$ cat config.mk
export PLATFORM = sky130hd
export DESIGN_NAME = jc_counter
export DESIGN_NICKNAME = d
export VERILOG_FILES = /design/src/rtl/jc_pkg.sv /design/src/rtl/jc_rst_sync.sv /design/src/rtl/jc_ring.sv /design/src/rtl/jc_decode.sv /design/src/rtl/jc_counter.sv
export SDC_FILE = /design/constraint.sdc
export NUM_CORES = 1
export LEC_CHECK = 0
export CORE_AREA = 2 2 39 41
export DETAILED_ROUTE_END_ITERATION = 10
export DIE_AREA = 0 0 41 43
export PLACE_DENSITY = 0.63
export SLEW_MARGIN = 40
export SYNTH_ARGS = -nofsm -noshare
export SYNTH_HDL_FRONTEND = slang
export SYNTH_SLANG_ARGS = --single-unit
export TNS_END_PERCENT = 50
$ cat constraint.sdc
create_clock -name clk_i -period 1.08 [get_ports clk_i]
set_input_delay 0.216 -clock clk_i [delete_from_list [all_inputs] [get_ports clk_i]]
set_output_delay 0.216 -clock clk_i [all_outputs]
set_load 0.02 [all_outputs]
$ cat src/rtl/jc_pkg.sv
package jc_pkg;
    // default number of ring stages (5 -> divide by 10)
    parameter int unsigned JC_STAGES_DEF = 5;
    // depth of the reset-release synchroniser
    parameter int unsigned JC_SYNC_DEPTH = 2;
endpackage

$ cat src/rtl/jc_rst_sync.sv
module jc_rst_sync
    import jc_pkg::*;
#(
    parameter int unsigned DEPTH = JC_SYNC_DEPTH
) (
    input  logic clk_i,
    input  logic rst_i,
    output logic rst_sync_o
);
    typedef struct packed {
        logic [DEPTH-1:0] chain;
    } sync_t;

    sync_t st_d, st_q;

    always_comb begin
        st_d = st_q;
        st_d.chain = {st_q.chain[DEPTH-2:0], 1'b0};
    end

    always_ff @(posedge clk_i or posedge rst_i) begin
        if (rst_i) st_q <= '{chain: '1};
        else       st_q <= st_d;
    end

    assign rst_sync_o = st_q.chain[DEPTH-1];
endmodule

$ cat src/rtl/jc_ring.sv
module jc_ring #(
    parameter int unsigned STAGES = 5
) (
    input  logic              clk_i,
    input  logic              ring_rst_i,
    input  logic              adv_i,
    output logic [STAGES-1:0] ring_o
);
    typedef struct packed {
        logic [STAGES-1:0] ring;
    } ring_t;

    ring_t st_d, st_q;
    logic  legal;

    // a Johnson word has at most one boundary between neighbouring bits
    always_comb begin
        int unsigned edges;
        edges = 0;
        for (int unsigned i = 0; i + 1 < STAGES; i++) begin
            if (st_q.ring[i] != st_q.ring[i+1]) edges = edges + 1;
        end
        legal = (edges <= 1);
    end

    always_comb begin
        st_d = st_q;
        if (!legal) begin
            st_d.ring = '0;
        end else if (adv_i) begin
            st_d.ring = {st_q.ring[STAGES-2:0], ~st_q.ring[STAGES-1]};
        end
    end

    always_ff @(posedge clk_i or posedge ring_rst_i) begin
        if (ring_rst_i) st_q <= '0;
        else            st_q <= st_d;
    end

    assign ring_o = st_q.ring;
endmodule

$ cat src/rtl/jc_decode.sv
module jc_decode #(
    parameter int unsigned STAGES = 5,
    localparam int unsigned SLOTS = 2 * STAGES
) (
    input  logic [STAGES-1:0] ring_i,
    output logic [SLOTS-1:0]  slot_o,
    output logic              carry_o
);
    // every slot is a two-input gate on neighbouring ring bits
    assign slot_o[0]      = ~ring_i[STAGES-1] & ~ring_i[0];
    assign slot_o[STAGES] =  ring_i[STAGES-1] &  ring_i[0];

    for (genvar g = 1; g < STAGES; g++) begin : g_fill
        assign slot_o[g]          =  ring_i[g-1] & ~ring_i[g];
        assign slot_o[STAGES + g] = ~ring_i[g-1] &  ring_i[g];
    end

    assign carry_o = ~ring_i[STAGES-1];
endmodule

$ cat src/rtl/jc_counter.sv
module jc_counter
    import jc_pkg::*;
#(
    parameter int unsigned STAGES = JC_STAGES_DEF,
    localparam int unsigned SLOTS = 2 * STAGES
) (
    input  logic             clk_i,
    input  logic             rst_i,
    input  logic             cnt_en_n_i,
    output logic [SLOTS-1:0] slot_o,
    output logic             carry_o
);
    logic              ring_rst;
    logic [STAGES-1:0] ring_q;

    jc_rst_sync #(
        .DEPTH(JC_SYNC_DEPTH)
    ) u_sync (
        .clk_i     (clk_i),
        .rst_i     (rst_i),
        .rst_sync_o(ring_rst)
    );

    jc_ring #(
        .STAGES(STAGES)
    ) u_ring (
        .clk_i     (clk_i),
        .ring_rst_i(ring_rst),
        .adv_i     (~cnt_en_n_i),
        .ring_o    (ring_q)
    );

    jc_decode #(
        .STAGES(STAGES)
    ) u_dec (
        .ring_i (ring_q),
        .slot_o (slot_o),
        .carry_o(carry_o)
    );
endmodule

# [Word-level counts from Yosys, hierarchy flattened]
# Cells that the tools add are included.
[totals] ff_bits=7 latch_bits=0 ramBits=0 rom_bits=0 word_cells=32 n_memories=0
[classes] add_sub_neg=3 n_mul=0 div_mod_pow=0 order_cmp=1 n_eq_ne=5 shifts=0 n_mux=6 n_bitwise=15 n_reduce_logical=0
[op_table] operator="$mux 32" n=3
[op_table] operator="$add 32x1->32 const B" n=2
[op_table] operator="$le 32x1->1 const B" n=1
[op_table] operator="$and 1x1->1" n=10
[op_table] operator="$mux 5" n=2
[op_table] operator="$not 1->1" n=5
[op_table] operator="$ne 1x1->1" n=4
[op_table] operator="$add 1x1->2 const B" n=1
[op_table] operator="$ne 2x2->1 const B" n=1
[op_table] operator="$mux 1" n=1

# [Depth between registers and ports, before layout]
[depth] depth_word=10 mapped_depth=8

# [Modules after synthesis]
# Synthesis repeated with hierarchy kept, for this count alone.
[unflattened] hier_cells=60 area_unflattened_um2=566.8
[by_module_without_submodules] mod="jc_ring" n_inst=1 cells_each=44 area_per_inst_um2=434.2 seq_area_each_um2=125.1
[by_module_without_submodules] mod="jc_decode" n_inst=1 cells_each=11 area_per_inst_um2=68.8 seq_area_each_um2=0.0
[by_module_without_submodules] mod="jc_rst_sync" n_inst=1 cells_each=4 area_per_inst_um2=60.1 seq_area_each_um2=52.6
[by_module_without_submodules] mod="jc_counter" n_inst=1 cells_each=1 area_per_inst_um2=3.8 seq_area_each_um2=0.0

# [Worst setup path before layout]
# No wires, ideal clock.
[synth_path] kind="reg-to-reg" start="register u_ring.st_q (netlist bit u_ring.ring_o[2])" end="register u_ring.st_q (netlist bit u_ring.ring_o[0])" setup_time_ps=86 arrival_time_ps=1819 t_required_ps=994 path_slack_ps=-825 stages_incl_launch_ff=8 path_buffers=0 path_cell_list="dfrtp_1 -> inv_1 -> ha_1 -> o21a_1 -> a21oi_1 -> ha_1 -> mux2_2 -> nor3_1"
[synth_between] elab_chain_len=8 elab_cells_between_ends=10
[synth_rtl] element="start: declaration" line="jc_ring.sv:13" source="ring_t st_d, st_q;"
[synth_rtl] element="start signal: assignment" line="jc_ring.sv:37" source="else st_q <= st_d;"
[synth_rtl] element="$ne 1x1->1" line="jc_ring.sv:21" source="if (st_q.ring[i] != st_q.ring[i+1]) edges = edges + 1;"
[synth_rtl] element="$mux 32" line="jc_ring.sv:21"
[synth_rtl] element="$add 32x1->32" line="jc_ring.sv:21"
[synth_rtl] element="$mux 32 (*)" line="jc_ring.sv:21"
[synth_rtl] element="$add 32x1->32" line="jc_ring.sv:21"
[synth_rtl] element="$mux 32 (*)" line="jc_ring.sv:21"
[synth_rtl] element="$le 32x1->1 (*)" line="jc_ring.sv:23" source="legal = (edges <= 1);"
[synth_rtl] element="$ne 2x2->1 (no line) or $mux 5 (tied branches)"
# Every way passes the cells marked *; elsewhere a longest branch is shown, timed or not.
# A chain may end at the register's enable or synchronous reset.

# [Final worst setup path]
[layout_path] start="register u_ring.st_q (netlist bit u_ring.ring_o[2])" end="register u_ring.st_q (netlist bit u_ring.ring_o[1])"
# The elaborated chain is that of the path after synthesis.

==> impl_summary.log <==
[metrics] cell types occupying the most area after synthesis: dfrtp_1, ha_1, dfstp_2
[metrics] register bit total from synthesis: 7
[metrics] critical path start-end classification: reg2reg
[metrics] Avg Cell Area, Syn: roughly 10 µm²
[metrics] number of antenna violations at the first check in global routing: 0
[metrics] via count of the first global-routing pass: roughly 450
[metrics] placed cells: just under 90
[metrics] largest incremental delay on the critical path: roughly 0.44 ns
[metrics] post-route clock period utilization: 1.645
[metrics] run status: complete, but fails checks
[metrics] routability congestion estimate from global placement: 0.6833
[metrics] Critical Path Source Type: flip-flop
[metrics] per-cell via count in the routed design: about 4.3
[metrics] drt initial violations: 5
[metrics] maximum number of pins on one net before global-route repair: 7
[metrics] shortest clock period the worst path allows after layout: approximately 1.8 ns
[metrics] max cap viols: 0
[metrics] number of H-tree levels: 1
[metrics] vertical die dimension: 43 µm
[metrics] Yosys Warn Count: 0
[metrics] ratio of cells with drive above 1 in the final layout: 0.7439
[metrics] clock network latency to the later pin of the worst-skew pair: 0.24 ns
[metrics] RSZ-0062 raised after global routing: yes
[metrics] sequential-to-total area share from yosys stat: 0.3747
[metrics] first-pass GRT wire length: 1876 µm
[metrics] kind of path behind the tightest hold check: reg2async
[metrics] clock buffer count from CTS: 3
[metrics] routed vias: 421
[metrics] Worst path top cell family by delay: flip-flops
[metrics] Final Net Count: 95
[metrics] Mapped Nets: between 50 and 60
[metrics] cts hold-fix bufs: 0
[metrics] PnR worst setup slack: -0.6971 ns
[metrics] cell depth of the worst setup path: 7
[metrics] maximum root-to-sink buffer count: 2
[metrics] data arrival time of the critical path: just under 2 ns
[metrics] post-layout instance count excluding filler cells: about 100
[metrics] die width: between 40 and 50 µm
[metrics] Routed wire per std cell: between 10 and 15 µm
[metrics] final setup violating endpoints: 16
[metrics] final-report max-slew violation count: 0
[metrics] Yosys top cell area share: 0.2639
[metrics] number of core rows: 14
[metrics] critical register-to-register path startpoint: u_ring.ring_o[2]
[metrics] CP cell instances: inv_2, ha_4, o21a_1, a21oi_2, ha_1, mux2_4, nor3_2
[metrics] placeable core area: 1384 µm²
[metrics] biggest area consumer among synthesized cells: dfrtp_1
[metrics] leakage power of the design: between 0.4 and 0.5 nW
[metrics] final standard cell utilization of the core: 0.6790
[metrics] clock sink count: 7
[metrics] total routing resource utilization after global routing: 0.1594
[metrics] Detail Placement HPWL: a little over 800 µm
[metrics] I/O pin total: 14
[metrics] power per unit of standard cell area: between 3000 and 4000 nW/µm²
[metrics] highest attainable clock frequency: around 560 MHz
[metrics] Final Hold Violating Endpoints: 0
[metrics] reg2reg end: u_ring.ring_o[1]
[metrics] Post-Route WL: approximately 1100 µm
[metrics] area taken by multi-input logic gates: just under 400 µm²
[metrics] Post-Syn Area: 474.2 µm²
[metrics] # fillers: ~120
[metrics] number of nets still failing antenna checks after routing: 0
[metrics] starting utilization of the core area: 0.3427
[metrics] critical path data required time: 1.24 ns
[metrics] TritonCTS clock tree: built
[metrics] area grow syn2layout: 98.15%
[metrics] DR pass1 iterations: 3
[metrics] Post-Syn Instances: 46
[metrics] biggest fanout along the worst timing path: 5
[metrics] clock slew at the register clock pins of the worst setup and hold paths: ~0.05 ns
[metrics] post-route clock skew: slightly below 0.003 ns
[metrics] violated checks: negative setup slack
[metrics] worst voltage drop across the vdd grid: between 2 and 2.5 mV
[metrics] number of buffers and inverters on the critical path: 1
[metrics] Critical Path Sink Type: flip-flop
[metrics] Die Outline Area: about 1800 µm²
[metrics] area occupied by registers: 180.2 µm²
[metrics] gr ovfl total: 0
[metrics] post-route DRC violation count: 0
[metrics] depth of the worst register-to-register path: 7
[metrics] antenna cells: 0
[metrics] root buffer cell: clkbuf_4
[metrics] Reg2Reg Setup Slack: -0.70 ns
[metrics] distinct cell type count of the synthesized netlist: 16
[metrics] cell type of the slowest stage on the worst timing path: dfrtp_2
[metrics] PortBufs: 13
where the power goes:
part,internal [mW],switching (mW),total (mW),leakage [nW]
combinational,1.38,1.14,2.52,0.348
sequential,0.359,0.109,0.468,0.0839
clock,0.135,0.0906,0.225,0.0177
cell type report:
class / instances / area share
clock buffers: 3 / 0.02397
clock inverters: 1 / 0.005326
inverters: 7 / 0.02796
multi-input cells: 31 / 0.4221
flip-flops and latches: 7 / 0.1917
well taps: 16 / 0.02130
repair buffers: 33 / 0.3076
layer usage:
metal	part of all wire	track usage	up-vias
met2	0.55	0.2719	10
met3	0.030	0.03141	2
li1	-	-	221
met5	0	0	-
met4	0.012	0.06000	0
met1	0.40	0.1833	188
stage by stage:
step / power [mW] / worst slack (ns) / hold slack (ns) / setup TNS [ns] / instance area (µm²)
2_1_floorplan: 1.762 / -0.6609 / 0.1213 / -3.313 / 553.0
3_3_place_gp: 2.533 / -0.7181 / 0.1397 / -8.068 / 804.5
3_5_place_dp: 2.579 / -0.7667 / 0.1442 / -8.441 / 804.5
4_1_cts: 3.116 / -0.7007 / 0.1498 / -6.040 / 912.1
5_1_grt: 3.491 / -0.7737 / 0.1684 / -6.876 / 939.7
6_report: 3.208 / -0.6971 / 0.1423 / -5.795 / 939.7
flip-flops by register name, indices dropped and copies added, names as in the netlist:
signal	flops
u_ring.ring_o	5
u_sync.st_q	2
worst register-to-register path, cell delays in order, from the launching register on:
cell	delay [ns]
dfrtp_2	0.44
inv_2	0.08
ha_4	0.21
o21a_1	0.18
a21oi_2	0.12
ha_1	0.24
mux2_4	0.31
nor3_2	0.11
Yosys cell counts:
library cell,count
ha_1,9
mux2i_1,4
nor2_1,3
nor3_1,5
inv_1,7
dfstp_2,2
xor2_1,1
nand2b_1,1
mux2_2,1
o21a_1,1
nor4_2,1
dfrtp_1,5
conb_1,1
buf_1,1
xnor2_1,2
a21oi_1,2
how the worst max path moves through the flow:
stage | startpoint | end | slack [ns]
floorplan | u_ring.ring_o[2] | u_ring.ring_o[2] | -0.66
global placement | u_ring.ring_o[2] | u_ring.ring_o[4] | -0.72
detailed placement | u_ring.ring_o[2] | u_ring.ring_o[4] | -0.77
CTS | u_ring.ring_o[2] | u_ring.ring_o[1] | -0.70
global route | u_ring.ring_o[0] | u_ring.ring_o[2] | -0.77
finish | u_ring.ring_o[2] | u_ring.ring_o[1] | -0.70
placed cells by master (no fill, tap or decap):
cell type	instances
dfstp_2	2
buf_4	18
ha_2	2
o21a_1	1
clkdlybuf4s50_1	2
a21oi_2	1
buf_6	11
mux2_4	1
buf_2	2
nor3_2	5
clkinv_2	1
xnor2_2	1
xor2_1	1
nor4_4	1
inv_1	2
ha_1	3
dfrtp_2	2
ha_4	4
inv_2	5
clkbuf_4	3
a21oi_1	1
nor2_1	3
xnor2_4	1
dfrtp_1	3
mux2i_1	4
conb_1	1
nand2b_4	1
timing repair:
| action | 4_1_cts | 5_1_grt |
|---|---|---|
| pin swaps | 3 | 2 |
| gates cloned | 0 | 0 |
| buffers inserted | 6 | 0 |
| gates resized for setup | 65 | 7 |
| endpoints found under the setup margin | 16 | 16 |
cells by family after synthesis:
group / after synthesis / synth area share
other: 1 / 0.007908
multiplexers: 5 / 0.1082
AND/OR/NAND/NOR: 10 / 0.1161
adder cells (fa/ha/maj): 9 / 0.2375
flip-flops: 7 / 0.3747
AO/OA/AOI/OAI: 3 / 0.03695
buffers and inverters: 8 / 0.06333
XOR/XNOR: 3 / 0.05542
Note: power is estimated with default switching activity, not from simulation.
